[src/rtl/pwm_timer_pkg.sv]
// Shared constants and types for the shared-counter PWM timer.
// Assumes: byte addressing, 8-bit offsets, channel pairs 8 bytes apart.
package pwm_timer_pkg;
    localparam int OFS_INFO    = 'h04;
    localparam int OFS_CTRL    = 'h10;
    localparam int OFS_COUNT   = 'h14;
    localparam int OFS_TERM    = 'h18;
    localparam int CH_BASE     = 'h20;
    localparam int CH_STRIDE   = 8;
    localparam int CH_VAL_OFS  = 4;

    typedef enum logic [1:0] {
        CM_STOP = 2'b00,
        CM_CLK  = 2'b01,
        CM_RSV2 = 2'b10,
        CM_RSV3 = 2'b11
    } cnt_mode_e;

    typedef struct packed {
        logic       edge_sel;
        logic       alt_sel;
        logic [1:0] lvl;
    } chan_cfg_t;

    typedef enum logic [1:0] {DRV_OFF, DRV_NORM, DRV_INV} drive_e;

    // Map a channel configuration to its output behaviour.
    function automatic drive_e cfg_drive(chan_cfg_t c);
        if (!c.edge_sel)          return DRV_OFF;
        else if (c.lvl == 2'b10)  return DRV_NORM;
        else if (c.lvl == 2'b01)  return DRV_INV;
        else                      return DRV_OFF;
    endfunction
endpackage

[src/rtl/pwm_prescale.sv]
// Clock-enable prescaler: pulses tick once every 2^ps clocks while run is high.
// Assumes: the divider restarts from zero whenever run drops.
module pwm_prescale #(
    parameter int PS_W = 3
) (
    input  logic            clk,
    input  logic            rst_n,
    input  logic            run,
    input  logic [PS_W-1:0] ps,
    output logic            tick
);
    localparam int DIV_W = (1 << PS_W) - 1;

    logic [DIV_W-1:0] div_q;
    logic [DIV_W-1:0] mask;

    // Low ps bits of the divider all ones marks the tick clock.
    always_comb begin
        mask = ~({DIV_W{1'b1}} << ps);
        tick = run && ((div_q & mask) == mask);
    end

    // Free-running divider, cleared while the counter is not counting.
    always_ff @(posedge clk) begin
        if (!rst_n || !run) div_q <= '0;
        else                div_q <= div_q + DIV_W'(1);
    end
endmodule

[src/rtl/pwm_count.sv]
// Shared up-counter with a double-buffered terminal value.
// Assumes: tick only asserts while buffered is high.
module pwm_count #(
    parameter int CNT_W = 16
) (
    input  logic             clk,
    input  logic             rst_n,
    input  logic             tick,
    input  logic             buffered,
    input  logic             wr_term,
    input  logic [CNT_W-1:0] wr_data,
    output logic [CNT_W-1:0] cnt_o,
    output logic [CNT_W-1:0] term_o,
    output logic             wrap_o
);
    logic [CNT_W-1:0] cnt_q, term_buf, term_act;

    assign wrap_o = tick && (cnt_q >= term_act);
    assign cnt_o  = cnt_q;
    assign term_o = term_act;

    // Advance on each tick, restart from zero after the terminal value.
    always_ff @(posedge clk) begin
        if (!rst_n)     cnt_q <= '0;
        else if (tick)  cnt_q <= wrap_o ? '0 : cnt_q + CNT_W'(1);
    end

    // Buffer register always captures writes.
    always_ff @(posedge clk) begin
        if (!rst_n)       term_buf <= '0;
        else if (wr_term) term_buf <= wr_data;
    end

    // Active value: direct while stopped, from the buffer at the wrap.
    always_ff @(posedge clk) begin
        if (!rst_n)                    term_act <= '0;
        else if (wr_term && !buffered) term_act <= wr_data;
        else if (wrap_o)               term_act <= term_buf;
    end

    AST_WRAP_ZERO: assert property (@(posedge clk) disable iff (!rst_n)
        (tick && cnt_q == term_act) |=> (cnt_q == '0)) else $error("wrap missed");
    AST_TERM_HELD: assert property (@(posedge clk) disable iff (!rst_n)
        (buffered && !wrap_o) |=> $stable(term_act)) else $error("term changed mid-period");
endmodule

[src/rtl/pwm_chan.sv]
// One PWM channel: configuration, match flag, buffered compare value, output.
// Assumes: cnt, tick and wrap come from the shared counter.
module pwm_chan
    import pwm_timer_pkg::*;
#(
    parameter int CNT_W = 16
) (
    input  logic             clk,
    input  logic             rst_n,
    input  logic [CNT_W-1:0] cnt,
    input  logic             tick,
    input  logic             buffered,
    input  logic             wrap,
    input  logic             wr_ctrl,
    input  logic             wr_val,
    input  logic [7:0]       wctrl,
    input  logic [CNT_W-1:0] wval,
    output logic [7:0]       ctrl_o,
    output logic [CNT_W-1:0] val_o,
    output logic             pwm_o
);
    chan_cfg_t        cfg_q;
    logic             flag_q;
    logic [CNT_W-1:0] val_buf, val_act;
    logic             in_duty;

    // Configuration applies immediately on write.
    always_ff @(posedge clk) begin
        if (!rst_n)       cfg_q <= '0;
        else if (wr_ctrl) cfg_q <= chan_cfg_t'(wctrl[5:2]);
    end

    // Sticky match flag; a set outranks a write-one clear.
    always_ff @(posedge clk) begin
        if (!rst_n)                          flag_q <= 1'b0;
        else if (tick && cnt == val_act)     flag_q <= 1'b1;
        else if (wr_ctrl && wctrl[7])        flag_q <= 1'b0;
    end

    // Compare buffer captures every write.
    always_ff @(posedge clk) begin
        if (!rst_n)      val_buf <= '0;
        else if (wr_val) val_buf <= wval;
    end

    // Active compare: direct while stopped, from the buffer at the wrap.
    always_ff @(posedge clk) begin
        if (!rst_n)                   val_act <= '0;
        else if (wr_val && !buffered) val_act <= wval;
        else if (wrap)                val_act <= val_buf;
    end

    // Output level from the count and the polarity setting.
    always_comb begin
        in_duty = cnt < val_act;
        unique case (cfg_drive(cfg_q))
            DRV_NORM: pwm_o = in_duty;
            DRV_INV:  pwm_o = !in_duty;
            default:  pwm_o = 1'b0;
        endcase
    end

    assign ctrl_o = {flag_q, 1'b0, cfg_q.edge_sel, cfg_q.alt_sel, cfg_q.lvl, 2'b00};
    assign val_o  = val_act;

    AST_VAL_HELD: assert property (@(posedge clk) disable iff (!rst_n)
        (buffered && !wrap) |=> $stable(val_act)) else $error("compare changed mid-period");
    AST_OFF_LOW: assert property (@(posedge clk) disable iff (!rst_n)
        (!cfg_q.edge_sel) |-> !pwm_o) else $error("disabled channel driving");
endmodule

[src/rtl/shared_pwm_timer.sv]
// Top: register file, control register, shared counter and NUM_CH channels.
// Assumes: one-cycle write strobes, NUM_CH <= 28 so the map fits 8-bit offsets.
module shared_pwm_timer
    import pwm_timer_pkg::*;
#(
    parameter int NUM_CH = 4,
    parameter int CNT_W  = 16,
    parameter int PS_W   = 3,
    parameter int ADDR_W = 8
) (
    input  logic              clk,
    input  logic              rst_n,
    input  logic              bus_wr,
    input  logic [ADDR_W-1:0] bus_addr,
    input  logic [31:0]       bus_wdata,
    output logic [31:0]       bus_rdata,
    output logic [NUM_CH-1:0] pwm_out
);
    localparam int MODE_LO = PS_W;

    logic [PS_W-1:0]  ps_q;
    cnt_mode_e        mode_q;
    logic             run, buffered, tick, wrap;
    logic [CNT_W-1:0] cnt, term;
    logic [7:0]       ch_ctrl [NUM_CH];
    logic [CNT_W-1:0] ch_val  [NUM_CH];
    logic             wdata_unused;

    assign wdata_unused = ^bus_wdata[31:CNT_W];
    assign run      = (mode_q == CM_CLK);
    assign buffered = (mode_q != CM_STOP);

    // Control register: prescale and counter mode; center-aligned bit not stored.
    always_ff @(posedge clk) begin
        if (!rst_n) begin
            ps_q   <= '0;
            mode_q <= CM_STOP;
        end else if (bus_wr && bus_addr == ADDR_W'(OFS_CTRL)) begin
            ps_q   <= bus_wdata[PS_W-1:0];
            mode_q <= cnt_mode_e'(bus_wdata[MODE_LO+1:MODE_LO]);
        end
    end

    pwm_prescale #(.PS_W(PS_W)) u_ps (
        .clk(clk), .rst_n(rst_n), .run(run), .ps(ps_q), .tick(tick)
    );

    pwm_count #(.CNT_W(CNT_W)) u_cnt (
        .clk(clk), .rst_n(rst_n), .tick(tick), .buffered(buffered),
        .wr_term(bus_wr && bus_addr == ADDR_W'(OFS_TERM)),
        .wr_data(bus_wdata[CNT_W-1:0]),
        .cnt_o(cnt), .term_o(term), .wrap_o(wrap)
    );

    for (genvar i = 0; i < NUM_CH; i++) begin : g_ch
        localparam int CTRL_A = CH_BASE + CH_STRIDE * i;
        localparam int VAL_A  = CTRL_A + CH_VAL_OFS;

        pwm_chan #(.CNT_W(CNT_W)) u_ch (
            .clk(clk), .rst_n(rst_n), .cnt(cnt), .tick(tick),
            .buffered(buffered), .wrap(wrap),
            .wr_ctrl(bus_wr && bus_addr == ADDR_W'(CTRL_A)),
            .wr_val(bus_wr && bus_addr == ADDR_W'(VAL_A)),
            .wctrl(bus_wdata[7:0]), .wval(bus_wdata[CNT_W-1:0]),
            .ctrl_o(ch_ctrl[i]), .val_o(ch_val[i]), .pwm_o(pwm_out[i])
        );

        AST_FLAG_RUN: assert property (@(posedge clk) disable iff (!rst_n)
            $rose(ch_ctrl[i][7]) |-> $past(mode_q == CM_CLK)) else $error("flag set while stopped");
    end

    // Read multiplexer over global and per-channel registers.
    always_comb begin
        bus_rdata = '0;
        if (bus_addr == ADDR_W'(OFS_INFO))  bus_rdata[7:0] = 8'(NUM_CH);
        if (bus_addr == ADDR_W'(OFS_CTRL))  bus_rdata[MODE_LO+1:0] = {mode_q, ps_q};
        if (bus_addr == ADDR_W'(OFS_COUNT)) bus_rdata[CNT_W-1:0] = cnt;
        if (bus_addr == ADDR_W'(OFS_TERM))  bus_rdata[CNT_W-1:0] = term;
        for (int i = 0; i < NUM_CH; i++) begin
            if (bus_addr == ADDR_W'(CH_BASE + CH_STRIDE * i))
                bus_rdata[7:0] = ch_ctrl[i];
            if (bus_addr == ADDR_W'(CH_BASE + CH_STRIDE * i + CH_VAL_OFS))
                bus_rdata[CNT_W-1:0] = ch_val[i];
        end
    end

    AST_STOP_HOLD: assert property (@(posedge clk) disable iff (!rst_n)
        (mode_q != CM_CLK) |=> $stable(cnt)) else $error("count moved while held");
endmodule

[config.mk]
export PLATFORM = sky130hd
export DESIGN_NAME = shared_pwm_timer
export DESIGN_NICKNAME = d
export VERILOG_FILES = /design/src/rtl/pwm_timer_pkg.sv /design/src/rtl/pwm_prescale.sv /design/src/rtl/pwm_count.sv /design/src/rtl/pwm_chan.sv /design/src/rtl/shared_pwm_timer.sv
export SDC_FILE = /design/constraint.sdc
export NUM_CORES = 1
export LEC_CHECK = 0
export CAP_MARGIN = 30
export CORE_MARGIN = 2
export CORE_UTILIZATION = 54
export CTS_CLUSTER_DIAMETER = 200
export DETAILED_ROUTE_END_ITERATION = 6
export PLACE_DENSITY = 0.86
export SLEW_MARGIN = 5
export SYNTH_ARGS = -nofsm -noshare
export SYNTH_HDL_FRONTEND = slang
export SYNTH_SLANG_ARGS = --single-unit
export TNS_END_PERCENT = 30
[constraint.sdc]
create_clock -name clk -period 3.5 [get_ports clk]
set_input_delay 1.05 -clock clk [delete_from_list [all_inputs] [get_ports clk]]
set_output_delay 1.05 -clock clk [all_outputs]
set_load 0.005 [all_outputs]
==> impl_results.md <==
- Max_cap viols: 0
- Area leader, netlist: dfxtp_1
- FF-to-FF setup slack: 0.33 ns
- I/O Buffers: 46
- Gr usage total: 35.0%
- DRT Wirelength: 43100 um
- Global-route wire length before repair: 66200 um
- Final core utilization: 68.0%
- Most common flop cell mapped by yosys: dfxtp_1
- Clk_skew: 0.0271 ns
- Total grt overflow: 0
- Vias in the first global route: 11800
- Top Usage Layer GRT: met2
- Seq/Total Area, Yosys: 34.0%
- Hold slack: 0.463 ns
- Max Freq: 0.268 GHz
- Worst Tran Pin Value: 0.935 ns
- Top cell type's share of synthesized area: 34.0%
- CP Capture Type: primary output
- Initial Util: 54.7%
- TritonCTS buffer count: 24
- TritonRoute pass-1 iters: 7
- Placer Congestion: 1.04
- Inst Count DP: 1898
- Hold path endpoint: u_cnt.term_buf[2]
- Critical path class: in -> out
- Fin crit period: 3.73 ns
- Mean routed wirelength per cell: 21.9 um
- Final WS setup: -0.228 ns
- Worst-path clk slew: 0.06 ns
- Post-synth EDFFs: 0
- Fraction of registers with async set or reset after synthesis: 0%
- Hold Startpoint: u_cnt.term_buf[2]
- GRT met1 Usage: 48.4%
- Syn Area/Cell: 8.10 um^2
- Die footprint: 23900 um^2
- Clk Latency, worst-skew pair: 0.54 ns
- CTS tree: built
- Clock root buffer: clkbuf_16
- Hold path cells: 2
- Largest net degree at the start of global routing: 81
- Met2 GRT Util: 54.0%
- Cells after synthesis: 1514
- Hold-fix buffers, CTS: 0
- Yosys reg bits: 208
- Leading cell types in the layout, fill and taps excluded: dfxtp_1 (186), buf_4 (177), o21ai_0 (154)
- Final Hold Viols: 0
- Lkg Pwr: 5.88 nW
- Relative slew slack: 37.7%
- Yosys cell types: 73
- RR Endpoint: u_cnt.term_o[5]
- Layout cells sized above 1: 22.5%
- RSZ-0062 raised after global routing: true
- VDD IR max: 375 uV
- CP arrival: 2.68 ns
- Max clock buf depth: 3
- Vias: 12600
- Pwr dens: 338 nW/um^2
- Synth warnings: 0
- Crit-path max FO: 7
- FP Rows: 55
- Crit start category: input pin
- Diode count: 0
- Final cell count without fillers: 1973
- Fin nets: 1797
- Reg-to-Reg Start: u_cnt.cnt_o[0]
- CTS Sinks: 208
- Area contributors post-synth: dfxtp_1 (34%), ha_1 (8.4%), o21ai_0 (6.7%)
- Layout area overhead: 24.3%
- Remaining antenna violation count: 0
- Iteration-0 DRC Markers: 1890
- Failing checks: DRC, setup timing
- Fin crit share: 107%
- Core Footprint: 22400 um^2
- Io pins: 79
- Met3 Use GR: 7.20%
- Slew Limit Fails: 0
- Die Span Y: 155 um
- Status: complete, but fails checks
- Vias per inst: 6.39
- Width of the die: 155 um
- Worst Path Required: 2.45 ns
- Htree depth: 1
- Detailed placement HPWL: 30000 um
- DRC: 3
- Mapped Area: 12300 um^2
- Hold Path Class: reg -> reg
- Initial antenna violation count: 0
- Final setup vio count: 20
- Leading cell type in the layout, fill and taps excluded: dfxtp_1
- Reg2reg path depth: 10
[flip-flops by register name, indices dropped and copies added (netlist names)]
| register | count |
|---|---|
| g_ch.u_ch.val_buf | 64 |
| g_ch.u_ch.val_o | 64 |
| g_ch.u_ch.ctrl_o | 16 |
| u_cnt.cnt_o | 16 |
| u_cnt.term_buf | 16 |
| u_cnt.term_o | 16 |
| u_ps.div_q | 7 |
| g_ch.u_ch.flag_q | 4 |
| ps_q | 3 |
| mode_q | 2 |
[area by class of cell]
| cell class | count | area [um^2] |
|---|---|---|
| timing repair buffer | 252 | 2090 |
| sequential | 208 | 4210 |
| tap | 285 | 357 |
| clock inverter | 9 | 95.1 |
| inverter | 85 | 319 |
| clock buffer | 33 | 674 |
| fill | 1664 | 7190 |
| multi-input combinational | 1101 | 7510 |
[power breakdown]
| part | internal, mW | total (mW) | leakage [nW] | switching [mW] |
|---|---|---|---|---|
| logic | 0.135 | 0.338 | 3.82 | 0.203 |
| registers | 2.37 | 2.37 | 1.69 | 0.00362 |
| clock network | 1.43 | 2.45 | 0.377 | 1.02 |
[kinds of logic after synthesis]
family / synth area share [%]
DFF: 34.0
xor gates and xnor gates: 1.29
and+or+nand+nor: 17.3
muxes: 5.39
AOI/OAI and AO/OA: 25.5
adders and majority gates: 8.37
other: 0.0306
buffers and inverters: 8.16
[layer usage]
layer,routed length [um],vias up,part of all wire (%)
met5,0,-,0
met4,1700,0,3.9
met3,5450,143,13
met2,18900,844,44
met1,17000,5940,39
li1,-,5682,-
[synthesized netlist by cell type, drive strengths merged (6+ instances only)]
master	instances
dfxtp	208
o21ai	194
nand2	161
a21oi	119
inv	85
a31oi	84
ha	82
clkbuf	80
nor2	66
mux2i	57
nor2b	57
buf	55
a21boi	52
nand3	21
nor4	16
xnor2	16
a22oi	15
nor3	15
nand4	14
nand2b	12
a222oi	11
and3	8
o22ai	8
o21a	7
a21o	6
[per-stage QoR]
step                      area [um^2]  setup WS [ns]  setup TNS [ns]  power (mW)
final                           15200         -0.228           -3.20        5.16
after global routing            15200         -0.322           -4.10        5.27
after CTS                       15100         -0.178           -2.72        5.13
after detailed placement        13800          -1.05          -15.70        2.72
after global placement          13800          -1.11          -16.07        2.72
after floorplan                 12300        -0.0262         -0.0754        2.61
[what timing repair did]
item                                    4_1_cts  5_1_grt
endpoints found under the hold margin         0        0
pin swaps                                    62       30
gates cloned                                  1        0
buffers inserted                             28        4
gates resized for setup                     204       34
endpoints found under the setup margin       20       20
[how the worst max path moves through the flow]
stage                                 from      endpoint  slack (ns)  cells past startpoint
finish                         bus_addr[5]  bus_rdata[6]       -0.23                      9
global route                u_cnt.cnt_o[9]    pwm_out[3]       -0.32                      9
CTS                 g_ch[3].u_ch.val_o[13]    pwm_out[3]       -0.18                     10
detailed placement             bus_addr[4]  bus_rdata[2]       -1.05                      8
floorplan                      bus_addr[4]  bus_rdata[5]       -0.03                      8
global placement               bus_addr[4]  bus_rdata[3]       -1.11                      9
[worst max-delay path, cell delays in order]
cell and delay (ns):
buf_2 0.14, or4b_4 0.24, buf_6 0.11, nor2_4 0.04, buf_6 0.13, buf_12 0.13
a222oi_1 0.52, nand2_1 0.15, buf_2 0.16
No activity file was read; power rests on OpenSTA's default activity.
